File: src/rtl/duo_spi_pkg.sv
package duo_spi_pkg;

   typedef enum logic [1:0] {
      PH_IDLE = 2'd0,
      PH_LOW  = 2'd1,
      PH_HIGH = 2'd2
   } phase_e;

   localparam logic [1:0] TGT_TOP = 2'd2;

endpackage

File: src/rtl/duo_spi_timer.sv
module duo_spi_timer #(
   parameter int HALF_W = 8
) (
   input  logic              clk,
   input  logic              rst_n,
   input  logic              arm_i,
   input  logic [HALF_W-1:0] half_i,
   input  logic              run_i,
   output logic              tick_o
);
   logic [HALF_W-1:0] lim_q;
   logic [HALF_W-1:0] cnt_q;

   assign tick_o = run_i && (cnt_q == lim_q - 1'b1);

   always_ff @(posedge clk or negedge rst_n) begin
      if (!rst_n) begin
         lim_q <= HALF_W'(1);
         cnt_q <= '0;
      end else if (arm_i) begin
         lim_q <= (half_i == '0) ? HALF_W'(1) : half_i;
         cnt_q <= '0;
      end else if (run_i) begin
         cnt_q <= tick_o ? '0 : cnt_q + 1'b1;
      end
   end
endmodule

File: src/rtl/duo_spi_txshift.sv
module duo_spi_txshift #(
   parameter int WORD_W = 8
) (
   input  logic              clk,
   input  logic              rst_n,
   input  logic              load_i,
   input  logic [WORD_W-1:0] data_i,
   input  logic              dual_i,
   input  logic              adv_i,
   output logic              hi_bit_o,
   output logic              lo_bit_o,
   output logic              last_o
);
   localparam int CNT_W = $clog2(WORD_W);
   localparam logic [CNT_W-1:0] PULSE_SGL = CNT_W'(WORD_W - 1);
   localparam logic [CNT_W-1:0] PULSE_DUO = CNT_W'(WORD_W / 2 - 1);

   logic [WORD_W-1:0] sh_q;
   logic [CNT_W-1:0]  left_q;
   logic              dual_q;

   assign hi_bit_o = sh_q[WORD_W-1];
   assign lo_bit_o = sh_q[WORD_W-2];
   assign last_o   = (left_q == '0);

   always_ff @(posedge clk or negedge rst_n) begin
      if (!rst_n) begin
         sh_q   <= '0;
         left_q <= '0;
         dual_q <= 1'b0;
      end else if (load_i) begin
         sh_q   <= data_i;
         left_q <= dual_i ? PULSE_DUO : PULSE_SGL;
         dual_q <= dual_i;
      end else if (adv_i) begin
         sh_q   <= dual_q ? {sh_q[WORD_W-3:0], 2'b00} : {sh_q[WORD_W-2:0], 1'b0};
         left_q <= left_q - 1'b1;
      end
   end
endmodule

File: src/rtl/duo_spi_rxcap.sv
module duo_spi_rxcap #(
   parameter int WORD_W = 8
) (
   input  logic              clk,
   input  logic              rst_n,
   input  logic              clr_i,
   input  logic              smp_i,
   input  logic              bit_i,
   input  logic              publish_i,
   output logic [WORD_W-1:0] rx_o
);
   logic [WORD_W-1:0] acc_q;

   always_ff @(posedge clk or negedge rst_n) begin
      if (!rst_n) begin
         acc_q <= '0;
         rx_o  <= '0;
      end else begin
         if (clr_i)      acc_q <= '0;
         else if (smp_i) acc_q <= {acc_q[WORD_W-2:0], bit_i};
         if (publish_i)  rx_o  <= acc_q;
      end
   end
endmodule

File: src/rtl/duo_spi_tx.sv
module duo_spi_tx #(
   parameter int WORD_W = 8,
   parameter int HALF_W = 8
) (
   input  logic              clk,
   input  logic              rst_n,
   input  logic              start_i,
   input  logic [WORD_W-1:0] byte_i,
   input  logic              dual_i,
   input  logic [1:0]        tgt_i,
   input  logic [HALF_W-1:0] half_i,
   input  logic              miso_i,
   output logic              busy_o,
   output logic              done_o,
   output logic [WORD_W-1:0] rx_o,
   output logic              sck_o,
   output logic              mosi_o,
   output logic              aux_o,
   output logic              sel_top_n_o,
   output logic              sel_low_n_o
);
   import duo_spi_pkg::*;

   if (WORD_W < 2 || (WORD_W % 2) != 0) begin : g_bad_word
      $error("WORD_W must be even and at least 2");
   end
   if (HALF_W < 1) begin : g_bad_half
      $error("HALF_W must be at least 1");
   end

   phase_e     ph_q;
   logic       dual_q;
   logic [1:0] tgt_q;
   logic       done_q;
   logic       accept, tick, last, hi_bit, lo_bit;
   logic       end_low, end_high, finish;

   assign accept   = start_i && (ph_q == PH_IDLE);
   assign end_low  = tick && (ph_q == PH_LOW);
   assign end_high = tick && (ph_q == PH_HIGH);
   assign finish   = end_high && last;

   duo_spi_timer #(.HALF_W(HALF_W)) u_timer (
      .clk(clk), .rst_n(rst_n), .arm_i(accept), .half_i(half_i),
      .run_i(ph_q != PH_IDLE), .tick_o(tick)
   );

   duo_spi_txshift #(.WORD_W(WORD_W)) u_tx (
      .clk(clk), .rst_n(rst_n), .load_i(accept), .data_i(byte_i),
      .dual_i(dual_i), .adv_i(end_high && !last),
      .hi_bit_o(hi_bit), .lo_bit_o(lo_bit), .last_o(last)
   );

   duo_spi_rxcap #(.WORD_W(WORD_W)) u_rx (
      .clk(clk), .rst_n(rst_n), .clr_i(accept), .smp_i(end_low),
      .bit_i(miso_i), .publish_i(finish), .rx_o(rx_o)
   );

   always_ff @(posedge clk or negedge rst_n) begin
      if (!rst_n) begin
         ph_q   <= PH_IDLE;
         dual_q <= 1'b0;
         tgt_q  <= 2'd0;
         done_q <= 1'b0;
      end else begin
         done_q <= finish;
         unique case (ph_q)
            PH_IDLE: if (accept) begin
               ph_q   <= PH_LOW;
               dual_q <= dual_i;
               tgt_q  <= tgt_i;
            end
            PH_LOW:  if (end_low) ph_q <= PH_HIGH;
            PH_HIGH: if (end_high) ph_q <= last ? PH_IDLE : PH_LOW;
            default: ph_q <= PH_IDLE;
         endcase
      end
   end

   assign busy_o      = (ph_q != PH_IDLE);
   assign done_o      = done_q;
   assign sck_o       = (ph_q == PH_HIGH);
   assign mosi_o      = busy_o && hi_bit;
   assign aux_o       = (busy_o && dual_q) ? lo_bit : 1'b1;
   assign sel_top_n_o = !(busy_o && tgt_q == TGT_TOP);
   assign sel_low_n_o = !(busy_o && tgt_q != TGT_TOP);
endmodule

File: config.mk
export PLATFORM = sky130hd
export DESIGN_NAME = duo_spi_tx
export DESIGN_NICKNAME = d
export VERILOG_FILES = /design/src/rtl/duo_spi_pkg.sv /design/src/rtl/duo_spi_timer.sv /design/src/rtl/duo_spi_txshift.sv /design/src/rtl/duo_spi_rxcap.sv /design/src/rtl/duo_spi_tx.sv
export SDC_FILE = /design/constraint.sdc
export NUM_CORES = 1
export LEC_CHECK = 0
export ABC_CLOCK_PERIOD_IN_PS = 5500
export BUFFER_PORTS_ARGS = -buffer_cell sky130_fd_sc_hd__buf_2
export CAP_MARGIN = 30
export CORE_ASPECT_RATIO = 1.1
export CORE_MARGIN = 2
export CORE_UTILIZATION = 35
export DETAILED_ROUTE_END_ITERATION = 7
export GPL_TIMING_DRIVEN = 0
export PLACE_DENSITY = 0.51
export SYNTH_ARGS = -nofsm -noshare
export SYNTH_HDL_FRONTEND = slang
export SYNTH_SLANG_ARGS = --single-unit
File: constraint.sdc
create_clock -name clk -period 5.5 [get_ports clk]
set_input_delay 1.65 -clock clk [delete_from_list [all_inputs] [get_ports clk]]
set_output_delay 1.65 -clock clk [all_outputs]
set_load 0.02 [all_outputs]
* After elaboration in Yosys (flattened, before gate mapping)
Cells that the tools add are included.
** Storage, ports and cells
- Output and inout port bits :: 15
- RAM bits :: 0
- Logic and storage cells :: 62
- Memory bits (read-only) :: 0
- Input bits :: 23
- Latch bits :: 0
- Flip-flop bits (word level) :: 50
- Memories :: 0
** Cells by class
- Add/subtract/negate cells :: 3
- Divide/modulo/power cells :: 0
- Multiply operators :: 0
- Order comparisons :: 0
- Eq/ne operators :: 8
- Bitwise logic cells :: 0
- Multiplexer cells :: 18
- Reduce and logical (&&, ||, !) cells :: 22
- Shifts and indexed selects :: 0
** Operators with widths (count)
- $mux W8 :: 9
- $logic_and A1 B1 Y1 :: 10
- $mux W3 :: 3
- $add A8 B1 Y8 const B :: 1
- $eq A8 B8 Y1 :: 1
- $logic_not A8 Y1 :: 1
- $reduce_bool A2 Y1 :: 4
- $sub A8 B1 Y8 const B :: 1
- $mux W2 :: 3
- $ne A2 B2 Y1 const B :: 3
- $pmux W2 S3 :: 1
- $eq A2 B2 Y1 const B :: 2
- $logic_not A1 Y1 :: 3
- $logic_not A3 Y1 :: 1
- $reduce_and A3 Y1 :: 1
- $sub A3 B1 Y3 const B :: 1
- $eq A2 B1 Y1 const B :: 1
- $logic_not A2 Y1 :: 1
- $mux W1 :: 2
- $ne A2 B1 Y1 const B :: 1
- $reduce_and A2 Y1 :: 1

* Logic depth before layout (Yosys ltp)
Gate-level depths: netlist (run 1).
- Depth in word-level cells :: 7
- Gate-level depth with buffers :: 9
- Depth with buffers taken out :: 8

* Cells and area by module
Synthesis (run 1) repeated with hierarchy kept, for this count alone.
** Second synthesis, totals
- Cell total of the unflattened synthesis :: 237
- Area total of the unflattened synthesis :: 2633.8 µm²
** Modules (own cells, without submodules)
- duo_spi_timer :: cells an instance 103, seq. area each 401.6 µm², instances 1, area each 984.7 µm²
- duo_spi_txshift :: cells an instance 63, seq. area each 300.3 µm², instances 1, area each 666.9 µm²
- duo_spi_rxcap :: cells an instance 43, seq. area each 400.4 µm², instances 1, area each 656.9 µm²
- duo_spi_tx :: cells an instance 28, seq. area each 150.1 µm², instances 1, area each 325.3 µm²

* Worst setup path after synthesis (run 1)
OpenSTA, ideal clock, no wires.
- Path kind :: reg2out
- Start point :: register ph_q[1]
- End point :: output port sel_low_n_o
- Required time :: 3850 ps
- Path buffers :: 0
- Slack :: 2637 ps
- Arrival time :: 1213 ps
- Stages on the path, launching flop included :: 4
- Path through :: dfrtp_1 > nor2_1 > inv_1 > o21ai_0
** On the way
- Word-level cells in the longest chain between the ends :: 3
** RTL lines
- start: declaration :: RTL line duo_spi_tx.sv:31 : phase_e ph_q;
- start signal: assignment :: RTL line duo_spi_tx.sv:74 : PH_HIGH: if (end_high) ph_q <= last ? PH_IDLE : PH_LOW;
- $reduce_bool A2 Y1 :: RTL line duo_spi_tx.sv:80 : assign busy_o = (ph_q != PH_IDLE);
- via busy_o :: RTL line duo_spi_tx.sv:13 : output logic busy_o,
- $logic_and A1 B1 Y1 :: RTL line duo_spi_tx.sv:86 : assign sel_low_n_o = !(busy_o && tgt_q != TGT_TOP);
- $logic_not A1 Y1 :: RTL line duo_spi_tx.sv:86
- end: declaration :: RTL line duo_spi_tx.sv:20 : output logic sel_low_n_o
The timed path passes the listed nets, and every way through them passes these cells.

* Worst setup path in the final report (run 1)
- Start point :: register ph_q[1]
- End point :: output port mosi_o
** On the way
- Word-level cells in the longest chain between the ends :: 2
** RTL lines
- $reduce_bool A2 Y1 :: RTL line duo_spi_tx.sv:80
- $logic_and A1 B1 Y1 :: RTL line duo_spi_tx.sv:83 : assign mosi_o = busy_o && hi_bit;
- end: declaration :: RTL line duo_spi_tx.sv:17 : output logic mosi_o,
Every way passes these cells.

==> impl_metrics.ini, run 1 <==
[placed_design]
port_buffers = 37
place_inst = 389
routabilityCongestion = 0.786
dp.final_hpwl_mm = 4.22

[sta]
max_freq_mhz = 277
slew_viol_final = 0
hold_slack_ps = 492
timing.final.crit_period_ps = 3600
tightest_slew_ps = 627
timing.final.crit_share_pct = 65.5
finalClockSkew_ps = 6.78
fin_setup_tns_ps = 0
slew_headroom_pct = 58.1
rsz0062_at_grt = false
hold_viol_final = 0
setup_viol = 0

[setup_path]
cp_max_fo = 10
crit_path_end_kind = primary output
start_kind = register
critical_path.slowest_cell = nor2_1
cp_slowest_stage_delay_ps = 510
path_cells = nor2_1 > inv_1 > and2_1 > buf_2
crit_type = register to primary output
crit_arrival_ps = 1950
cp.required_ps = 3850

[cts]
cts_tree = yes
cts_setup_buffers = 0
htreeDepth = 2
clockBufferDepth = 2
clock_insertion_delay_worst_skew_ps = 310
numClockSinks = 49
cts.repair.resized = 0
clkTransAtPathRegs_ps = 100
numCtsBuffers = 5
holdBufCountCts = 0
cts-root-buf = clkbuf_8

[layout]
fin_cells = 397
antenna_cells = 0
area_growth_pct = 15.6
nNetsFinal = 336
fillers = 776
drive_above_1_share_pct = 21.6

[yosys]
synth_edf_count = 0
ys.flop_type = dfrtp_1
postSynthCellCount = 264
yosys_warnings = 0
syn-num-nets = 291
netlist-cell-type-count = 48
async_flop_share_pct = 100
syn_avg_cell_area_um2 = 9.96
ys_ff_latch = 49
yosysSeqAreaShare_pct = 46.7
syn_area_um2 = 2630

[pwr]
p_int_mw = 0.509
powerDensity_nw_per_um2 = 237
p_total_mw = 0.720
p_leak_nw = 1.41
vdd_drop_max_v = 0.000115
comb_power_share_pct = 14.0
p_clk_share_pct = 32.2
p_sw_share_pct = 29.3
power_frac_seq_pct = 53.8
switching_power_mw = 0.211

[route]
drt_iter0_markers = 117
ant_nets = 0
route.vias.total = 2078
wl_per_cell_um = 14.9
routed_wl_mm = 5.92
dr.pass1.iters = 5
drc = 0
viasPerCell = 5.23

[die]
dieArea_um2 = 8220
core_area_um2 = 7350
dieWidth_um = 86.6
fp.dieH_um = 94.9
start_util_pct = 35.8
rows = 33
io_pins = 38

[global_route]
grt_antenna_before_repair = 0
track_usage_pct = 15.8
grt_pass1_vias = 2015
grt_max_degree = 30
grt.overflow.total = 0
grt_pass1_wl_mm = 10.2

[outcome]
status = complete, no violations

[flow_run]
drv_cap = 0

[hold_path]
hp-class = register to register
-- per-layer routing --
metal | share of wire, % | GRT usage, % | up-vias
met5 | 0 | 0 | -
met4 | 1.2 | 4.30 | 0
met3 | 3.3 | 2.53 | 5
met2 | 46 | 24.9 | 41
met1 | 50 | 22.3 | 1003
li1 | - | - | 1029
-- synthesized netlist by cell type (all sizes together) (2+ instances only) --
master / number / area, µm²
a221o: 6 / 60.1
a2111oi: 2 / 17.5
o211ai: 10 / 80.1
a21oi: 7 / 35.0
a31oi: 2 / 12.5
inv: 13 / 48.8
nand2b: 5 / 31.3
nand3b: 4 / 30.0
buf: 4 / 25.0
dfrtp: 48 / 1200
nand3: 5 / 25.0
nor3: 2 / 10.0
o311ai: 6 / 52.6
or4: 4 / 33.8
o21a: 2 / 15.0
nand4: 3 / 33.8
or3: 4 / 25.0
mux2i: 10 / 100
nand2: 43 / 161
and2: 7 / 43.8
clkbuf: 10 / 37.5
a311o: 2 / 20.0
mux2: 13 / 161
xor2: 3 / 26.3
nor2b: 3 / 18.8
o21ai: 14 / 70.1
ha: 4 / 50.1
xnor2: 4 / 35.0
nor2: 11 / 41.3
or2: 3 / 18.8
-- power by group through the flow --
| stage | Sequential (mW) | Combinational, mW | Clock, mW |
|---|---|---|---|
| after CTS | 0.387 | 0.103 | 0.239 |
| final | 0.387 | 0.101 | 0.232 |
| after global routing | 0.390 | 0.115 | 0.257 |
| after detailed placement | 0.394 | 0.102 | 0 |
| after global placement | 0.394 | 0.101 | 0 |
| after floorplan | 0.395 | 0.0610 | 0 |
-- cells in the final DEF (no fill, tap or decap), drive strengths merged, types with 2 or more instances in the layout --
master / Yosys / layout
nor2b: 3 / 3
nor3: 2 / 2
a31oi: 2 / 2
a221o: 6 / 6
xor2: 3 / 3
a21oi: 7 / 7
ha: 4 / 4
clkbuf: 10 / 15
or3: 4 / 4
nand3: 5 / 5
mux2: 13 / 13
o211ai: 10 / 10
o21a: 2 / 2
o311ai: 6 / 6
or4: 4 / 4
o21ai: 14 / 14
nand2: 43 / 43
buf: 4 / 42
dfrtp: 48 / 48
and2: 7 / 7
or2: 3 / 3
nand4: 3 / 3
clkinvlp: 0 / 2
nand2b: 5 / 5
nor2: 11 / 11
a311o: 2 / 2
nand3b: 4 / 4
mux2i: 10 / 10
xnor2: 4 / 4
inv: 13 / 14
a2111oi: 2 / 2
-- logic make-up after synthesis --
logic type	share of synthesized area (%)
buffers and inverters	4.24
adders and majority gates	1.90
and+or+nand+nor	19.8
muxes	9.95
xor gates and xnor gates	2.33
DFF	46.7
AOI/OAI and AO/OA	15.1
-- path summary, 6_finish.rpt --
kind	start	to	slack [ps]	cells after the start
max	ph_q[1]$_DFFE_PN0P_	mosi_o	1900	4
min	u_rx.rx_o[2]$_DFFE_PN0P_	u_rx.rx_o[2]$_DFFE_PN0P_	490	1
max reg2reg	u_timer.lim_q[0]$_DFFE_PN1P_	u_timer.cnt_q[5]$_DFFE_PN0P_	2630	9
min reg2reg	u_rx.rx_o[2]$_DFFE_PN0P_	u_rx.rx_o[2]$_DFFE_PN0P_	490	1
max in group asynchronous	rst_n	ph_q[0]$_DFFE_PN0P_	3660	2
min in group asynchronous	rst_n	u_timer.cnt_q[0]$_DFFE_PN0P_	1300	1
-- layout make-up --
| type | instances | area, µm² | share of cell area [%] |
|---|---|---|---|
| Clock inverter | 3 | 26.3 | 0.865 |
| Inverter | 13 | 48.8 | 1.61 |
| Buffer | 14 | 62.6 | 2.06 |
| Timing Repair Buffer | 38 | 205 | 6.75 |
| Tap cell | 87 | 109 | 3.58 |
| Clock buffer | 5 | 68.8 | 2.27 |
| Sequential cell | 49 | 1230 | 40.4 |
| Multi-Input combinational cell | 188 | 1290 | 42.5 |
-- flip-flops by register name (all words and copies together) (netlist names) --
name and cells:
done_o 1, dual_q 1, ph_q 2, tgt_q 2, u_rx.acc_q 8, u_rx.rx_o 8, u_timer.cnt_q 8, u_timer.lim_q 8
u_tx.left_q 3, u_tx.sh_q 8
-- worst max-delay path, delay by kind of cell, from the launching register on --
family	cells	cell delay (ps)
and+or+nand+nor	2	750
buffers and inverters	2	470
DFF	1	420
-- stage by stage --
stage | instance area (µm²) | utilization, % | setup slack, ps
after floorplan | 2630 | - | 2640
after global placement | 2920 | 39.8 | 2170
after detailed placement | 2940 | 40.0 | 2180
after CTS | 3040 | 41.3 | 1870
after global routing | 3040 | 41.3 | 1720
final | 3040 | 41.3 | 1900
(Power assumes the default switching activity.)
==> run 2: changes to the inputs <==
ABC_AREA = 1   (was unset)
ABC_CLOCK_PERIOD_IN_PS = 3300   (was 5500)
PLACE_DENSITY = 0.53   (was 0.51)
clock period = 3.3 ns   (was 5.5 ns; I/O delays follow)
==> impl_metrics.ini, run 2 <==
[setup_path]
start_kind = register
crit_family = flip-flops
cp_slowest_stage_delay_ps = 410
crit_end = sel_low_n_o
r2r-end = u_tx.sh_q[1]$_DFFE_PN0P_
r2r_slack_ps = 1130
cp.required_ps = 2310
crit_path_end_kind = primary output
path_depth = 4
reg2regPathDepth = 14
path_cells = nor2_1 > inv_1 > o21ai_0 > buf_2
cp-startpoint = ph_q[0]$_DFFE_PN0P_
cp_max_fo = 7
cp.buffers_inverters = 2
crit_type = register to primary output
critical_path.slowest_cell = dfrtp_1
crit_arrival_ps = 1400
timing.rr.start = u_timer.lim_q[0]$_DFFE_PN1P_

[hold_path]
hp-class = register to register
hp-start = u_rx.rx_o[7]$_DFFE_PN0P_

[yosys]
synth_edf_count = 0
async_flop_share_pct = 100
netlist-cell-type-count = 32
synth_compound_gate_area_share_pct = 6.44
yosys-top-cells-count = 124 x nand2_1, 48 x dfrtp_1, 41 x nand3_1
ys.flop_type = dfrtp_1
synthMuxAreaShare_pct = 0
syn_avg_cell_area_um2 = 7.71
yosys.area.top_type = dfrtp_1
synth_fa_ha_area_share_pct = 1.89
synth_top_family_by_area = simple AND/OR/NAND/NOR gates
yosysSeqAreaShare_pct = 46.4
synth_top_area_share_pct = 45.4
synth_xor_area_share_pct = 2.98
ys_ff_latch = 49
yosysMostFrequentCell = nand2_1
yosys_warnings = 0
syn_area_um2 = 2640
synth-simple-area-share_pct = 35.6
syn-num-nets = 370
postSynthCellCount = 343
ys_top_cells_by_area = dfrtp_1 45%, nand2_1 18%, nand3_1 7.8%, o21ai_0 5.1%, inv_1 4.3%

[route]
wl_per_cell_um = 12.6
dr.pass1.iters = 4
viasPerCell = 4.75
route.vias.total = 2261
ant_nets = 0
drc = 0
routed_wl_mm = 5.98
drt_iter0_markers = 90

[layout]
fin_area_um2 = 3050
nNetsFinal = 415
layout_commonest_cell = nand2_1
fillers = 781
mostFrequentLayoutCells = 124 x nand2_1, 48 x dfrtp_1, 41 x nand3_1, 37 x buf_2, 30 x inv_1
area_growth_pct = 15.3
antenna_cells = 0
fin_cells = 476
final_util_pct = 41.2
drive_above_1_share_pct = 17.7

[sta]
timing.final.crit_share_pct = 72.3
slew_viol_final = 0
rsz0062_at_grt = false
finalClockSkew_ps = 11.3
timing.final.crit_period_ps = 2390
slew_headroom_pct = 62.1
max_freq_mhz = 419
tightest_slew_ps = 569
hold_viol_final = 0
setup_viol = 0
fin_setup_tns_ps = 0
hold_slack_ps = 483

[die]
core_area_um2 = 7390
dieArea_um2 = 8270
dieWidth_um = 86.9
rows = 33
fp.dieH_um = 95.2
start_util_pct = 35.8
io_pins = 38

[pwr]
powerDensity_nw_per_um2 = 327
vdd_drop_max_v = 0.000147
p_leak_nw = 1.63

[cts]
clockBufferDepth = 2
clock_insertion_delay_worst_skew_ps = 310
htreeDepth = 2
cts.repair.resized = 0
clkTransAtPathRegs_ps = 100
holdBufCountCts = 0
numCtsBuffers = 5
cts_setup_buffers = 0
numClockSinks = 49
cts_tree = yes
cts-root-buf = clkbuf_8

[placed_design]
place_inst = 468
dp.final_hpwl_mm = 4.46
place_area_um2 = 2960
port_buffers = 37
routabilityCongestion = 0.782

[flow_run]
drv_cap = 0

[global_route]
grt_pass1_vias = 2160
grt.overflow.total = 0
grt_antenna_before_repair = 0
track_usage_pct = 16.0
grt_max_degree = 29
grt_pass1_wl_mm = 10.3

[outcome]
status = complete, no violations
-- run 2: area by class of cell --
type	instances	area (µm²)	share of cell area, %
buffer	8	41.3	1.35
clock buffer	5	68.8	2.26
clock inverter	3	21.3	0.698
inverter	35	134	4.39
multi-input combinational	251	1240	40.7
sequential	49	1230	40.3
tap	87	109	3.57
timing repair buffer	38	205	6.73
-- run 2: worst min-delay path by stage --
| stage | endpoint | slack, ps | depth (start not counted) |
|---|---|---|---|
| floorplan | u_rx.rx_o[7]$_DFFE_PN0P_ | 440 | 2 |
| global placement | u_rx.rx_o[4]$_DFFE_PN0P_ | 460 | 2 |
| detailed placement | u_rx.rx_o[5]$_DFFE_PN0P_ | 460 | 2 |
| CTS | u_rx.rx_o[5]$_DFFE_PN0P_ | 490 | 2 |
| global route | u_rx.rx_o[7]$_DFFE_PN0P_ | 520 | 2 |
| finish | u_rx.rx_o[7]$_DFFE_PN0P_ | 480 | 2 |
-- run 2: metrics by stage --
stage | setup slack (ps) | power, mW
floorplan | 1340 | 0.614
global placement | 934 | 0.641
detailed placement | 892 | 0.644
CTS | 868 | 1.01
global route | 772 | 1.04
finish | 915 | 0.997
-- run 2: per-layer routing --
layer / track usage (%) / vias to the layer above / share of wire, % / wire, µm
met1: 19.6 / 1043 / 45 / 2710
met2: 28.8 / 31 / 51 / 3030
li1: - / 1179 / - / -
met4: 4.17 / 0 / 1.3 / 79
met5: 0 / - / 0 / 0
met3: 2.94 / 8 / 2.7 / 160
-- run 2: worst register-to-register path: stages (launching register included) --
cell,delay (ps)
dfstp_2,570
inv_2,70
ha_1,310
inv_1,40
nand2_1,50
nand2_1,50
nor2_1,90
nand2_1,70
nor2_2,110
nand2_2,90
nor2_8,160
nand3_2,120
buf_4,200
nand3_1,80
nand2_1,60
-- run 2: power by group --
group          switching [mW]  internal [mW]
Sequential                  0          0.600
Combinational          0.0181         0.0119
Clock                   0.216          0.151
Total                   0.234          0.763
-- run 2: logic make-up (layout without fill, tap and decap cells) --
kind of cell	count (synthesis)	after routing
adder cells (fa/ha/maj)	4	4
XOR/XNOR	9	9
AO/OA/AOI/OAI	32	32
AND/OR/NAND/NOR	206	206
flip-flops	49	49
buffers and inverters	43	89
